`src/rtl/isr_pkg.sv`:
```
package isr_pkg;

   // Status positions used by the summaries and named in the notes
   localparam int unsigned BIT_CMD_DONE  = 0;
   localparam int unsigned BIT_XFER_DONE = 1;
   localparam int unsigned BIT_BUF_WR    = 4;
   localparam int unsigned BIT_BUF_RD    = 5;
   localparam int unsigned BIT_CMD_TMO   = 16;
   localparam int unsigned BIT_CMD_CRC   = 17;
   localparam int unsigned BIT_CMD_END   = 18;
   localparam int unsigned BIT_CMD_IDX   = 19;
   localparam int unsigned BIT_DAT_TMO   = 20;
   localparam int unsigned BIT_DAT_CRC   = 21;
   localparam int unsigned BIT_DAT_END   = 22;
   localparam int unsigned BIT_ACMD_ERR  = 24;
   localparam int unsigned BIT_DMA_ERR   = 28;

   // Implemented positions: 0..8, 16..22, 24, 28
   localparam logic [31:0] IMPL_DEFAULT    = 32'h117F_01FF;
   localparam logic [31:0] CMD_ERR_DEFAULT = (32'd1 << BIT_CMD_CRC) |
                                             (32'd1 << BIT_CMD_END) |
                                             (32'd1 << BIT_CMD_IDX);
   localparam logic [31:0] DAT_ERR_DEFAULT = (32'd1 << BIT_DAT_TMO) |
                                             (32'd1 << BIT_DAT_CRC) |
                                             (32'd1 << BIT_DAT_END);

   typedef enum logic [1:0] {
      SEL_STATUS = 2'd0,
      SEL_REC_EN = 2'd1,
      SEL_SIG_EN = 2'd2,
      SEL_NONE   = 2'd3
   } isr_sel_e;

endpackage

```
`src/rtl/isr_mask_reg.sv`:
```
module isr_mask_reg #(
   parameter int unsigned      WIDTH     = 32,
   parameter logic [WIDTH-1:0] IMPL_MASK = '1
) (
   input  logic             clk,
   input  logic             rst_n,
   input  logic             we_i,
   input  logic [WIDTH-1:0] wdata_i,
   output logic [WIDTH-1:0] q_o
);

   logic [WIDTH-1:0] mask_q;

   // Plain mask register; unimplemented positions are held at zero
   always_ff @(posedge clk) begin
      if (!rst_n)
         mask_q <= '0;
      else if (we_i)
         mask_q <= wdata_i & IMPL_MASK;
   end

   assign q_o = mask_q;

   // a write is visible exactly one cycle later
   a_r10_mask_store: assert property (@(posedge clk) disable iff (!rst_n)
      we_i |=> (q_o == ($past(wdata_i) & IMPL_MASK)));

endmodule

```
`src/rtl/isr_status_core.sv`:
```
module isr_status_core #(
   parameter int unsigned      WIDTH     = 32,
   parameter logic [WIDTH-1:0] IMPL_MASK = '1
) (
   input  logic             clk,
   input  logic             rst_n,
   input  logic [WIDTH-1:0] evt_i,
   input  logic [WIDTH-1:0] rec_en_i,
   input  logic [WIDTH-1:0] clr_i,
   output logic [WIDTH-1:0] status_o
);

   logic [WIDTH-1:0] status_q;
   logic [WIDTH-1:0] set_vec;
   logic [WIDTH-1:0] keep_vec;
   logic [WIDTH-1:0] status_d;

   // Set terms override clear terms: a fresh event is never lost
   always_comb begin
      set_vec  = evt_i & rec_en_i;
      keep_vec = status_q & ~clr_i;
      status_d = (keep_vec | set_vec) & IMPL_MASK;
   end

   always_ff @(posedge clk) begin
      if (!rst_n)
         status_q <= '0;
      else
         status_q <= status_d;
   end

   assign status_o = status_q;

   // an enabled pulse is recorded in the next cycle
   a_r2_latch: assert property (@(posedge clk) disable iff (!rst_n)
      (|(evt_i & rec_en_i & IMPL_MASK)) |=>
         ((status_q & $past(evt_i & rec_en_i & IMPL_MASK)) ==
          $past(evt_i & rec_en_i & IMPL_MASK)));

   // pulse and clear on the same bit leave the bit set
   a_r5_event_wins: assert property (@(posedge clk) disable iff (!rst_n)
      (|(evt_i & rec_en_i & clr_i & IMPL_MASK)) |=>
         ((status_q & $past(evt_i & rec_en_i & clr_i & IMPL_MASK)) ==
          $past(evt_i & rec_en_i & clr_i & IMPL_MASK)));

   // no bit rises without an enabled pulse
   a_r3_no_spurious: assert property (@(posedge clk) disable iff (!rst_n)
      ((status_q & ~$past(status_q) & ~$past(evt_i & rec_en_i)) == '0));

   // a cleared bit with no competing pulse drops
   a_r4_clear: assert property (@(posedge clk) disable iff (!rst_n)
      (|(clr_i & ~(evt_i & rec_en_i) & status_q)) |=>
         ((status_q & $past(clr_i & ~(evt_i & rec_en_i))) == '0));

endmodule

```
`src/rtl/isr_irq_gen.sv`:
```
module isr_irq_gen #(
   parameter int unsigned WIDTH   = 32,
   parameter bit          IRQ_REG = 1'b1
) (
   input  logic             clk,
   input  logic             rst_n,
   input  logic [WIDTH-1:0] status_i,
   input  logic [WIDTH-1:0] sig_en_i,
   output logic             irq_o
);

   logic irq_any;

   assign irq_any = |(status_i & sig_en_i);

   generate
      if (IRQ_REG) begin : g_reg
         logic irq_q;
         always_ff @(posedge clk) begin
            if (!rst_n)
               irq_q <= 1'b0;
            else
               irq_q <= irq_any;
         end
         assign irq_o = irq_q;

         // the line follows the masked status one cycle late
         a_r7_irq_follows: assert property (@(posedge clk) disable iff (!rst_n)
            irq_o == $past(|(status_i & sig_en_i)));
      end else begin : g_comb
         assign irq_o = irq_any;
      end
   endgenerate

endmodule

```
`src/rtl/isr_group_or.sv`:
```
module isr_group_or #(
   parameter int unsigned      WIDTH      = 32,
   parameter logic [WIDTH-1:0] GROUP_MASK = '0
) (
   input  logic [WIDTH-1:0] status_i,
   output logic             hit_o
);

   assign hit_o = |(status_i & GROUP_MASK);

endmodule

```
`src/rtl/isr_bank.sv`:
```
module isr_bank
   import isr_pkg::*;
#(
   parameter int unsigned      WIDTH        = 32,
   parameter logic [WIDTH-1:0] IMPL_MASK    = IMPL_DEFAULT[WIDTH-1:0],
   parameter logic [WIDTH-1:0] CMD_ERR_MASK = CMD_ERR_DEFAULT[WIDTH-1:0],
   parameter logic [WIDTH-1:0] DAT_ERR_MASK = DAT_ERR_DEFAULT[WIDTH-1:0],
   parameter bit               IRQ_REG      = 1'b1
) (
   input  logic             clk,
   input  logic             rst_n,
   input  logic [WIDTH-1:0] evt_i,
   input  logic             acc_we,
   input  logic [1:0]       acc_sel,
   input  logic [WIDTH-1:0] acc_wdata,
   output logic [WIDTH-1:0] acc_rdata,
   output logic             irq_o,
   output logic             cmd_err_o,
   output logic             dat_err_o
);

   // Elaboration checks on the parameter set
   generate
      if (WIDTH < 1) begin : g_bad_width
         $error("isr_bank: WIDTH must be positive");
      end
      if ((CMD_ERR_MASK & ~IMPL_MASK) != '0) begin : g_bad_cmd
         $error("isr_bank: command fault group uses unimplemented bits");
      end
      if ((DAT_ERR_MASK & ~IMPL_MASK) != '0) begin : g_bad_dat
         $error("isr_bank: data fault group uses unimplemented bits");
      end
      if ((CMD_ERR_MASK & DAT_ERR_MASK) != '0) begin : g_bad_overlap
         $error("isr_bank: fault groups overlap");
      end
   endgenerate

   isr_sel_e         sel;
   logic             we_status;
   logic             we_rec;
   logic             we_sig;
   logic [WIDTH-1:0] clr_vec;
   logic [WIDTH-1:0] rec_en_q;
   logic [WIDTH-1:0] sig_en_q;
   logic [WIDTH-1:0] status_q;

   assign sel       = isr_sel_e'(acc_sel);
   assign we_status = acc_we && (sel == SEL_STATUS);
   assign we_rec    = acc_we && (sel == SEL_REC_EN);
   assign we_sig    = acc_we && (sel == SEL_SIG_EN);
   assign clr_vec   = we_status ? acc_wdata : '0;

   isr_mask_reg #(.WIDTH(WIDTH), .IMPL_MASK(IMPL_MASK)) u_rec_en (
      .clk     (clk),
      .rst_n   (rst_n),
      .we_i    (we_rec),
      .wdata_i (acc_wdata),
      .q_o     (rec_en_q)
   );

   isr_mask_reg #(.WIDTH(WIDTH), .IMPL_MASK(IMPL_MASK)) u_sig_en (
      .clk     (clk),
      .rst_n   (rst_n),
      .we_i    (we_sig),
      .wdata_i (acc_wdata),
      .q_o     (sig_en_q)
   );

   isr_status_core #(.WIDTH(WIDTH), .IMPL_MASK(IMPL_MASK)) u_status (
      .clk      (clk),
      .rst_n    (rst_n),
      .evt_i    (evt_i),
      .rec_en_i (rec_en_q),
      .clr_i    (clr_vec),
      .status_o (status_q)
   );

   isr_irq_gen #(.WIDTH(WIDTH), .IRQ_REG(IRQ_REG)) u_irq (
      .clk      (clk),
      .rst_n    (rst_n),
      .status_i (status_q),
      .sig_en_i (sig_en_q),
      .irq_o    (irq_o)
   );

   isr_group_or #(.WIDTH(WIDTH), .GROUP_MASK(CMD_ERR_MASK)) u_cmd_sum (
      .status_i (status_q),
      .hit_o    (cmd_err_o)
   );

   isr_group_or #(.WIDTH(WIDTH), .GROUP_MASK(DAT_ERR_MASK)) u_dat_sum (
      .status_i (status_q),
      .hit_o    (dat_err_o)
   );

   // Read port: side-effect free
   always_comb begin
      unique case (sel)
         SEL_STATUS: acc_rdata = status_q;
         SEL_REC_EN: acc_rdata = rec_en_q;
         SEL_SIG_EN: acc_rdata = sig_en_q;
         default:    acc_rdata = '0;
      endcase
   end

   // unimplemented positions never show up on the read port
   a_r6_reserved_zero: assert property (@(posedge clk) disable iff (!rst_n)
      ((acc_rdata & ~IMPL_MASK) == '0));

   // command summary rises only after an enabled command fault pulse
   a_r8_cmd_rise: assert property (@(posedge clk) disable iff (!rst_n)
      $rose(cmd_err_o) |-> $past(|(evt_i & rec_en_q & CMD_ERR_MASK)));

   // data summary rises only after an enabled data fault pulse
   a_r9_dat_rise: assert property (@(posedge clk) disable iff (!rst_n)
      $rose(dat_err_o) |-> $past(|(evt_i & rec_en_q & DAT_ERR_MASK)));

endmodule

```
`config.mk`:
```
export PLATFORM = sky130hd
export DESIGN_NAME = isr_bank
export DESIGN_NICKNAME = d
export VERILOG_FILES = /design/src/rtl/isr_pkg.sv /design/src/rtl/isr_mask_reg.sv /design/src/rtl/isr_status_core.sv /design/src/rtl/isr_irq_gen.sv /design/src/rtl/isr_group_or.sv /design/src/rtl/isr_bank.sv
export SDC_FILE = /design/constraint.sdc
export NUM_CORES = 1
export LEC_CHECK = 0
export BUFFER_PORTS_ARGS = -buffer_cell sky130_fd_sc_hd__buf_2
export CORE_ASPECT_RATIO = 1.25
export CORE_MARGIN = 8
export CORE_UTILIZATION = 30
export CTS_CLUSTER_SIZE = 8
export DETAILED_ROUTE_END_ITERATION = 8
export HOLD_SLACK_MARGIN = 0.03
export REMOVE_ABC_BUFFERS = 1
export SETUP_SLACK_MARGIN = 0.3
export SYNTH_ARGS = -nofsm -noshare
export SYNTH_HDL_FRONTEND = slang
export SYNTH_HIERARCHICAL = 1
export SYNTH_SLANG_ARGS = --single-unit
export TNS_END_PERCENT = 1
```
`constraint.sdc`:
```
create_clock -name clk -period 2.1 [get_ports clk]
set_input_delay 0.21 -clock clk [delete_from_list [all_inputs] [get_ports clk]]
set_output_delay 0.21 -clock clk [all_outputs]
set_load 0.01 [all_outputs]
```
# After elaboration in Yosys (flattened, before gate mapping)
# Cells that the tools add are included.
# W data, S select, Z words.
[word_totals]
regBits = 55
latchBits = 0
mem_bits_rw = 0
mem_bits_ro = 0
input_bits = 69
out_inout_bits = 35
wordCells = 20
n_memories = 0
[op_classes]
n_addsub = 0
multipliers = 0
div_mod_pow = 0
n_lt_le_gt_ge = 0
n_eq_ne = 2
shift = 0
muxes = 2
n_bitwise = 5
n_reduce_logical = 7
[ops]
columns = ["op", "n"]
rows = [
  ["$and A29 B29 Y29", 3],
  ["$pmux W29 S3", 1],
  ["$reduce_or A32 Y1", 1],
  ["$mux W29", 1],
  ["$not A29 Y29", 1],
  ["$or A29 B29 Y29", 1],
  ["$reduce_or A3 Y1", 2],
  ["$logic_and A1 B1 Y1", 3],
  ["$eq A2 B1 Y1 const B", 1],
  ["$eq A2 B2 Y1 const B", 1],
  ["$logic_not A2 Y1", 1],
]

# Depth between registers and ports, before layout
# Gate-level depths: netlist of run 1.
[depth]
word_depth = 6
mapped_depth = 8
ltp_nobuf = 4

# Hierarchy
# The synthesis of run 1 kept the hierarchy.
[modules_own_cells]
columns = ["module", "n_inst", "cells_per_inst", "area_each_um2", "seq_area_each_um2"]
rows = [
  ["isr_mask_reg", 2, 72, 797.0, 360.3],
  ["isr_bank", 1, 116, 960.9, 0.0],
  ["isr_status_core", 1, 88, 833.3, 360.3],
  ["isr_irq_gen", 1, 22, 181.4, 20.0],
  ["isr_group_or", 2, 1, 6.3, 0.0],
]

# Worst setup path before layout of run 1
# No wires, ideal clock.
[synth_timing]
path_kind = "input to register"
startpoint = "in acc_sel[1]"
endpoint = "reg u_rec_en.mask_q[16] (netlist: u_rec_en/q_o[16])"
setup_time_ns = 0.116
t_arrival_ns = 1.275
required_ns = 1.984
setup_slack_ns = 0.709
cell_stages = 8
n_path_buf = 4
cell_sequence = "buf_4 > nor2b_1 > buf_2 > and2_1 > buf_6 > buf_12 > mux2i_1 > nor2b_1"
[synth_between]
elab_chain_cells = 2
[synth_lines]
columns = ["element", "line_no", "source"]
rows = [
  ["from (decl)", "isr_bank.sv:14", "input logic [1:0] acc_sel,"],
  ["$eq A2 B1 Y1", "isr_bank.sv:49", "assign we_rec = acc_we && (sel == SEL_REC_EN);"],
  ["$logic_and A1 B1 Y1", "isr_bank.sv:49", ""],
  ["named net we_rec", "isr_bank.sv:40", "logic we_rec;"],
  ["to (signal assigned)", "isr_mask_reg.sv:19", "mask_q <= wdata_i & IMPL_MASK;"],
  ["to (decl)", "isr_mask_reg.sv:12", "logic [WIDTH-1:0] mask_q;"],
]
# The timed path passes the listed nets, and every way through them passes these cells.
# A chain may end at the register's enable or synchronous reset.

# Worst setup path in the final report of run 1
[layout_timing]
startpoint = "in acc_sel[0]"
endpoint = "out acc_rdata[19]"
[layout_between]
elab_chain_cells = 2
word_cells_on_any_way = 4
classes_between = "2 x eq/ne; 1 x mux; 1 x reduce/logical"
[layout_lines]
columns = ["element", "line_no", "source"]
rows = [
  ["$eq A2 B2 Y1 (tied with other cells)", "isr_bank.sv:98", "unique case (sel)"],
  ["$pmux W29 S3 (*)", "isr_bank.sv:98", ""],
  ["to (decl)", "isr_bank.sv:16", "output logic [WIDTH-1:0] acc_rdata,"],
]
# Every way passes the cells marked *; elsewhere a longest branch is shown, timed or not.

==> impl_summary.md, run 1 <==
Die
For this design the top-level I/O count stands at 104. The initialized floorplan defines 44 standard-cell rows. The die is 137 um tall. For this configuration, the core starts out at a cell density of 30.4%. From left edge to right edge, the die measures 113 um. The total area inside the core boundary comes to 11500 sq um. The die covers 15400 sq um.

Clock tree
The number of CTS-inserted buffers is 5. No sink is reached through more buffers than the 2 on the longest clock path. Clock-pin slew was measured on the worst setup and hold paths at 0.07 ns. The H-tree generated during clock tree synthesis spans 2 levels. The clock latency on the worst-skew pair is 0.29 ns. The buffer count from post-CTS setup fixing is 0.

The cts-stage hold buffer count is 0. CTS saw 55 sinks. TritonCTS built the clock tree. The clock root buffer is sky130_fd_sc_hd__clkbuf_16.

Once the clock tree was built, the resizer swapped 0 gates to a different size.

Power
For this design the total switching power over the nets is 0.583 mW. The share of power burned in combinational logic is 13.8%. In this run, the clock network consumes 42.1% of the power. Net switching is 23.4% of the power. The part of the total power dissipated in sequential elements is 44.1%.

IR analysis of the VDD net gives a maximum drop of 0.331 mV. The leakage dissipation is 1.52 nW. For this design the ratio of total power to cell area is 645 nW/um^2. The internal cell power is 1.91 mW.

Timing
For the pin with the worst max-slew slack, the measured transition is 0.801 ns. Setup repair after global routing left no endpoint under its margin. After layout, the worst path uses 78.9% of the clock period.

The relative slew slack is 46.6%. The max-slew violation total from the final report is 0. Hold timing on the final database bottoms out at a slack of 0.173 ns. The shortest period the worst path allows is 1.66 ns. The final sum of negative setup slack is 0 ns.

The worst-case clock skew is 0.00541 ns. The final count of negative-setup-slack endpoints is 0. The number of endpoints with negative hold slack in the final report is 0.

For this run, the top clock speed supported by timing is 604 MHz.

Worst setup path
The setup check on the worst reg-to-reg path leaves a slack of 0.83 ns. The required time at the endpoint of the critical path is 1.89 ns. The endpoint identified for the worst register-to-register timing path is u_irq/irq_o. Traced cell by cell, the critical path runs through buf_2 -> nor2b_4 -> buf_4 -> o2bb2ai_1 -> buf_2.

The category of the worst setup path capture point is a primary output. The worst register-to-register path has a depth of 3. On the critical path, the stage with the largest delay is an instance of sky130_fd_sc_hd__nor2b_4.

The cell repeated most along the worst path is sky130_fd_sc_hd__buf_2. The classification of the worst setup path is primary input to primary output. The highest fanout seen on the critical path is 16. The category of the worst setup path launch point is a primary input. At the worst endpoint, the arrival time is 1.45 ns. Among cell families on the critical path, the largest total delay comes from buffers and inverters.

The stage delay of the slowest cell on the critical path is 0.34 ns. The startpoint identified for the worst register-to-register timing path is u_status/status_o[6]. The number of buffers and inverters on the critical path is 3.

Finish
Cells with a size suffix above 1 make up 22.1% of the layout. Across the whole layout, storage elements account for 1100 sq um. The multi-input combinational cells in the finished layout cover a total of 2030 sq um. The antenna diode instance count is 0. The net count reported at finish is 479.

Cells fill 33.6% of the core in the end. Excluding fillers, the count of instances in the completed layout stands at 549. The growth of design area from synthesis to finish is 10.7%. Counting the fill cells in the layout gives 1195.

After routing the design area is 3870 sq um.

Min path
The start point of the worst hold path is evt_i[4]. The capture endpoint of the worst hold path is u_status/status_o[4]. The path class of the tightest hold or removal check is primary input to flop. The worst hold path was traced through 3 stages.

Synthesis
The post-synth design cell area is 3490 sq um. Synthesis produced 358 cells. Dividing the synthesized area by the synthesized cell count gives 9.76 sq um.

The number of warnings issued by yosys is 6.

Placement
The number of I/O port buffers is 61. The total instance count after detailed placement is 541. The area of placed instances is 3680 sq um. The HPWL after detailed placement is 6310 um. At the end of routability-driven placement, the weighted congestion stood at 0.725.

Global route
The total grt overflow is 0. The via count of the first global-routing pass is 2666. Entering global routing, the biggest net connects 56 pins. The overall routing resource usage is 11.0%. The first global-routing pass estimated 13500 um of wire.

The initial antenna violation count came to 0.

Flow run
The number of violations of the max-capacitance limit is 0.

Drt
In this run, the number of DRC markers left after iteration 0 of detailed routing was 117. The total iterations of the first detailed-routing run is 4. Detailed routing inserted a total of 2486 vias. The average via count per standard cell is 4.53.

In the final routed layout, each cell accounts on average for 15.2 um. The remaining design rule violation count is 0. In this run the remaining antenna-violating nets after routing total 0.

The routed wire length is 8340 um.

Run status
The flow ran to the end, and the final reports show no timing, DRC or antenna violations.
==> state kept, by name, summed over array words and instances (netlist names) <==
signal and cells:
u_irq/irq_o 1, u_rec_en/q_o 18, u_sig_en/q_o 18, u_status/status_o 18
==> layout by cell type (no fill, tap or decap) <==
master,count
sky130_fd_sc_hd__nor2b_4,1
sky130_fd_sc_hd__nor2_2,1
sky130_fd_sc_hd__a21boi_2,10
sky130_fd_sc_hd__o41a_1,1
sky130_fd_sc_hd__mux2i_1,68
sky130_fd_sc_hd__conb_1,42
sky130_fd_sc_hd__or3_1,2
sky130_fd_sc_hd__a21boi_0,8
sky130_fd_sc_hd__dfxtp_1,55
sky130_fd_sc_hd__nand4_1,4
sky130_fd_sc_hd__a22oi_1,15
sky130_fd_sc_hd__o2bb2ai_1,32
sky130_fd_sc_hd__buf_2,61
sky130_fd_sc_hd__clkbuf_16,5
sky130_fd_sc_hd__and2_1,19
sky130_fd_sc_hd__bufinv_16,2
sky130_fd_sc_hd__nor2b_1,36
sky130_fd_sc_hd__buf_4,9
sky130_fd_sc_hd__clkbuf_1,1
sky130_fd_sc_hd__nor3b_4,1
sky130_fd_sc_hd__nand2b_1,18
sky130_fd_sc_hd__nand2_1,19
sky130_fd_sc_hd__a22oi_2,1
==> how the worst max path moves through the flow <==
stage	to	slack [ns]	cells past startpoint	from
floorplan	u_rec_en/q_o[0]	-0.49	4	acc_sel[0]
finish	acc_rdata[19]	0.44	5	acc_sel[0]
global route	acc_rdata[24]	0.33	5	acc_sel[0]
CTS	acc_rdata[28]	0.36	5	acc_sel[0]
detailed placement	u_rec_en/q_o[5]	0.26	6	acc_sel[0]
global placement	u_rec_en/q_o[28]	0.29	6	acc_sel[0]
==> power groups by stage <==
stage	Clock [mW]	Combinational, mW	Sequential (mW)
after floorplan	0	0.195	1.12
after global placement	0	0.337	1.12
after detailed placement	0	0.342	1.12
after CTS	1.09	0.342	1.10
after global routing	1.14	0.383	1.10
final	1.05	0.344	1.10
==> per-layer routing <==
layer  GRT usage [%]  part of all wire [%]  up-vias
li1                -                     -     1282
met4            2.70                  0.86        0
met5               0                     0        -
met3            2.21                   3.0        5
met1            12.9                    46     1153
met2            20.0                    50       46
==> worst register-to-register path: cells and delay by family, from the launching register on <==
kind / cells / cell delay [ns]
AND/OR/NAND/NOR: 1 / 0.15
AO/OA/AOI/OAI: 2 / 0.68
flip-flops: 1 / 0.32
==> layout make-up <==
type                            count  share of cell area (%)
Clock buffer                        6                    3.33
Sequential cell                    55                    28.5
Clock inverter                      2                    1.55
Tap cell                          138                    4.46
Timing Repair Buffer               70                    9.64
Multi-Input combinational cell    278                    52.5
==> per-stage QoR <==
stage / setup slack, ns / total power [mW]
2_1_floorplan: -0.491 / 1.31
3_3_place_gp: 0.287 / 1.46
3_5_place_dp: 0.256 / 1.47
4_1_cts: 0.359 / 2.53
5_1_grt: 0.332 / 2.63
6_report: 0.444 / 2.50
Power figures use the tool's default switching activity.
==> inputs of run 2 (changes only) <==
clock period = 1.5 ns   (was 2.1 ns; I/O delays follow)
==> run 2 against run 1 <==
Against the previous run:
- total power rose by 27%
- clock skew decreased by 0.0019 ns
- worst setup slack got worse by 0.24 ns
- critical path depth decreased by 3
- die area did not move
- global-route usage increased by 0.34 points
- non-clock buffer count is 7 higher
- via count increased by 2.1%
- combinational power increased by 51%
- highest routed layer is now met5
==> impl_summary.md, run 2 (same netlist as run 1, synthesis figures left out) <==
Power
The power per unit of standard cell area is 804 nW/um^2 (was 645 nW/um^2). The largest vdd supply drop is 0.383 mV (was 0.331 mV). The post-route total power is 3.17 mW (was 2.50 mW). The leakage dissipation came to 1.54 nW (was 1.52 nW).

Die
The die width is 113 um (unchanged). The number of cell rows is 44 (unchanged). The initial cell density of the core is 30.4% (unchanged).

The area of the core is 11500 sq um (unchanged). The y dimension of the die is 137 um (unchanged). The area enclosed by the die boundary is 15400 sq um (unchanged).

The number of placed I/O pins came to 104 (unchanged).

Clock tree
The cts-stage hold buffer count came to 0 (unchanged). The number of clock sinks is 55 (unchanged). The clock slew at the register clock pins of the worst setup and hold paths came to 0.07 ns (about the same). The clock latency on the worst-skew pair is 0.29 ns (about the same). The number of CTS-inserted buffers is 5 (unchanged). The CTS tree is done (unchanged). The clock root buffer is sky130_fd_sc_hd__clkbuf_16 (unchanged). The number of buffers between clock root and the deepest sink came to 2 (unchanged). The H-tree level count is 2 (unchanged).

Drt
The via total after detailed routing is 2537 (was 2486). The total iterations of the first detailed-routing run was 4 (unchanged). The remaining design rule violation count is 0 (unchanged). The routed wire length is 8690 um (was 8340 um). The routed wire length per instance is 15.7 um (was 15.2 um).

The number of DRC markers in iteration 0 is 94 (was 117). The antenna violation net count after detailed routing is 0 (unchanged). The average via count per standard cell is 4.58 (was 4.53).

Global route
The initial antenna violation count is 1 (was 0). The wire length of the first global-routing pass is 13600 um (was 13500 um). The maximum number of pins on one net before global-route repair is 34 (was 56). The overall routing resource usage is 11.3% (was 11.0%). The via count of the first global-routing pass is 2606 (was 2666). The total grt overflow was 0 (unchanged).

Worst setup path
The cell with the biggest individual delay on the critical path is sky130_fd_sc_hd__or3_1 (was sky130_fd_sc_hd__nor2b_4). The depth of the worst register-to-register path is 3 (unchanged). The reg-to-reg critical path endpoint is u_irq/irq_o (unchanged).

The startpoint of the lowest-slack register-to-register path is u_status/status_o[4] (was u_status/status_o[6]). The stage delay of the slowest cell on the critical path is 0.38 ns (was 0.34 ns). The category of the worst setup path capture point was a primary output (unchanged).

CP Cell Sequence: or3_1 -> buf_2 (was buf_2 -> nor2b_4 -> buf_4 -> o2bb2ai_1 -> buf_2). The category of the worst setup path launch point is a flop (was primary input). The highest fanout seen on the critical path is 2 (was 16). The classification of the worst setup path is flop to primary output (was primary input to primary output). The reg-to-reg setup timing slack came to 0.24 ns (was 0.83 ns). The required time at the endpoint of the critical path is 1.35 ns (was 1.89 ns). The worst endpoint data arrival time was 1.15 ns (was 1.45 ns).

Finish
The final cell area excluding filler cells is 3940 sq um (was 3870 sq um). The most common library cell in the layout ignoring fill and taps is sky130_fd_sc_hd__mux2i_1 (unchanged). Top library cells by usage in the layout, fill and taps aside: sky130_fd_sc_hd__mux2i_1, sky130_fd_sc_hd__buf_2, sky130_fd_sc_hd__dfxtp_1 (unchanged). The antenna diode instance count is 0 (unchanged). The net count reported at finish is 486 (was 479). The growth of design area from synthesis to finish was 12.8% (was 10.7%). The fraction of final layout cells sized beyond drive strength 1 was 24.8% (was 22.1%).

Timing
The number of endpoints with negative hold slack in the final report is 0 (unchanged). The shortest period the worst path allows is 1.30 ns. The final setup slack of the worst path was 0.203 ns (was 0.444 ns).

The final count of negative-setup-slack endpoints was 0 (unchanged). The highest attainable clock frequency is 771 MHz. The worst-case clock skew came to 0.00351 ns (was 0.00541 ns). The post-route clock period utilization is 86.4%. Setup repair after global routing missed its margin: yes (was no). The max-slew violation total from the final report is 0 (unchanged).

Placement
The area of placed instances is 3770 sq um (was 3680 sq um). The number of I/O port buffers came to 61 (unchanged). The HPWL after detailed placement is 6570 um (was 6310 um). The minimum setup slack after placement is 0.148 ns (was 0.256 ns). The placer congestion estimate was 0.712 (was 0.725).

Flow run
The number of violations of the max-capacitance limit is 0 (unchanged).

Min path
The hold path depth is 3 (unchanged). The worst min-delay path category is primary input to flop (unchanged). The capture endpoint of the worst hold path is u_status/status_o[19] (was u_status/status_o[4]). The start point of the worst hold path is evt_i[19] (was evt_i[4]).

Run status
Status: complete, no violations (unchanged).
==> run 2: changes by cell type in the layout (fill, tap and decap cells not counted), sizes merged <==
cell      delta
clkinvlp     +1
bufinv       -2
buf          +6
==> run 2: worst max-delay path by stage <==
stage                                from               to  slack (ns)  depth (start not counted)
finish              u_status/status_o[20]        dat_err_o        0.20                          2
global route        u_status/status_o[20]        dat_err_o        0.18                          2
CTS                 u_status/status_o[20]        dat_err_o        0.18                          2
detailed placement             acc_sel[0]  u_rec_en/q_o[2]        0.15                          6
global placement               acc_sel[0]    acc_rdata[19]        0.19                          5
floorplan                      acc_sel[0]  u_rec_en/q_o[0]       -1.03                          4
==> run 2: layout make-up <==
type	instances	area, sq um
Fill cell	1176	7560
Clock buffer	5	125
Timing Repair Buffer	77	488
Multi-Input combinational cell	278	2040
Clock inverter	1	7.51
Tap cell	138	173
Sequential cell	55	1110
==> run 2: stage by stage <==
stage	setup TNS [ns]	std cells	hold WS (ns)	util [%]
CTS	0	554	0.102	34.1
global route	0	554	0.109	34.3
detailed placement	0	547	0.414	32.8
global placement	0	547	0.409	32.8
floorplan	-26.19	333	0.278	-
finish	0	554	0.105	34.3
==> run 2: worst max-delay path, delay by kind of cell (launching register included) <==
| kind | cells | cell delay [ns] |
|---|---|---|
| buf+inv | 1 | 0.15 |
| flops | 1 | 0.32 |
| simple gates | 1 | 0.38 |
==> run 2: power by group <==
part	internal [mW]	switching, mW	total, mW
Sequential	1.51	0.0345	1.54
Clock	0.601	0.509	1.11
Combinational	0.241	0.279	0.520
==> run 2: what timing repair did <==
| action | in CTS | in global routing |
|---|---|---|
| buffers inserted | 1 | 0 |
| endpoints found under the setup margin | 21 | 21 |
| resized for setup | 3 | 7 |
| pin swaps | 1 | 1 |
==> run 2: per-layer routing <==
layer	GRT usage [%]	vias to the layer above	wire, um
met5	0	-	10
met4	2.93	2	91
met3	2.78	9	356
met2	20.4	49	4300
met1	13.1	1179	3930
li1	-	1298	-
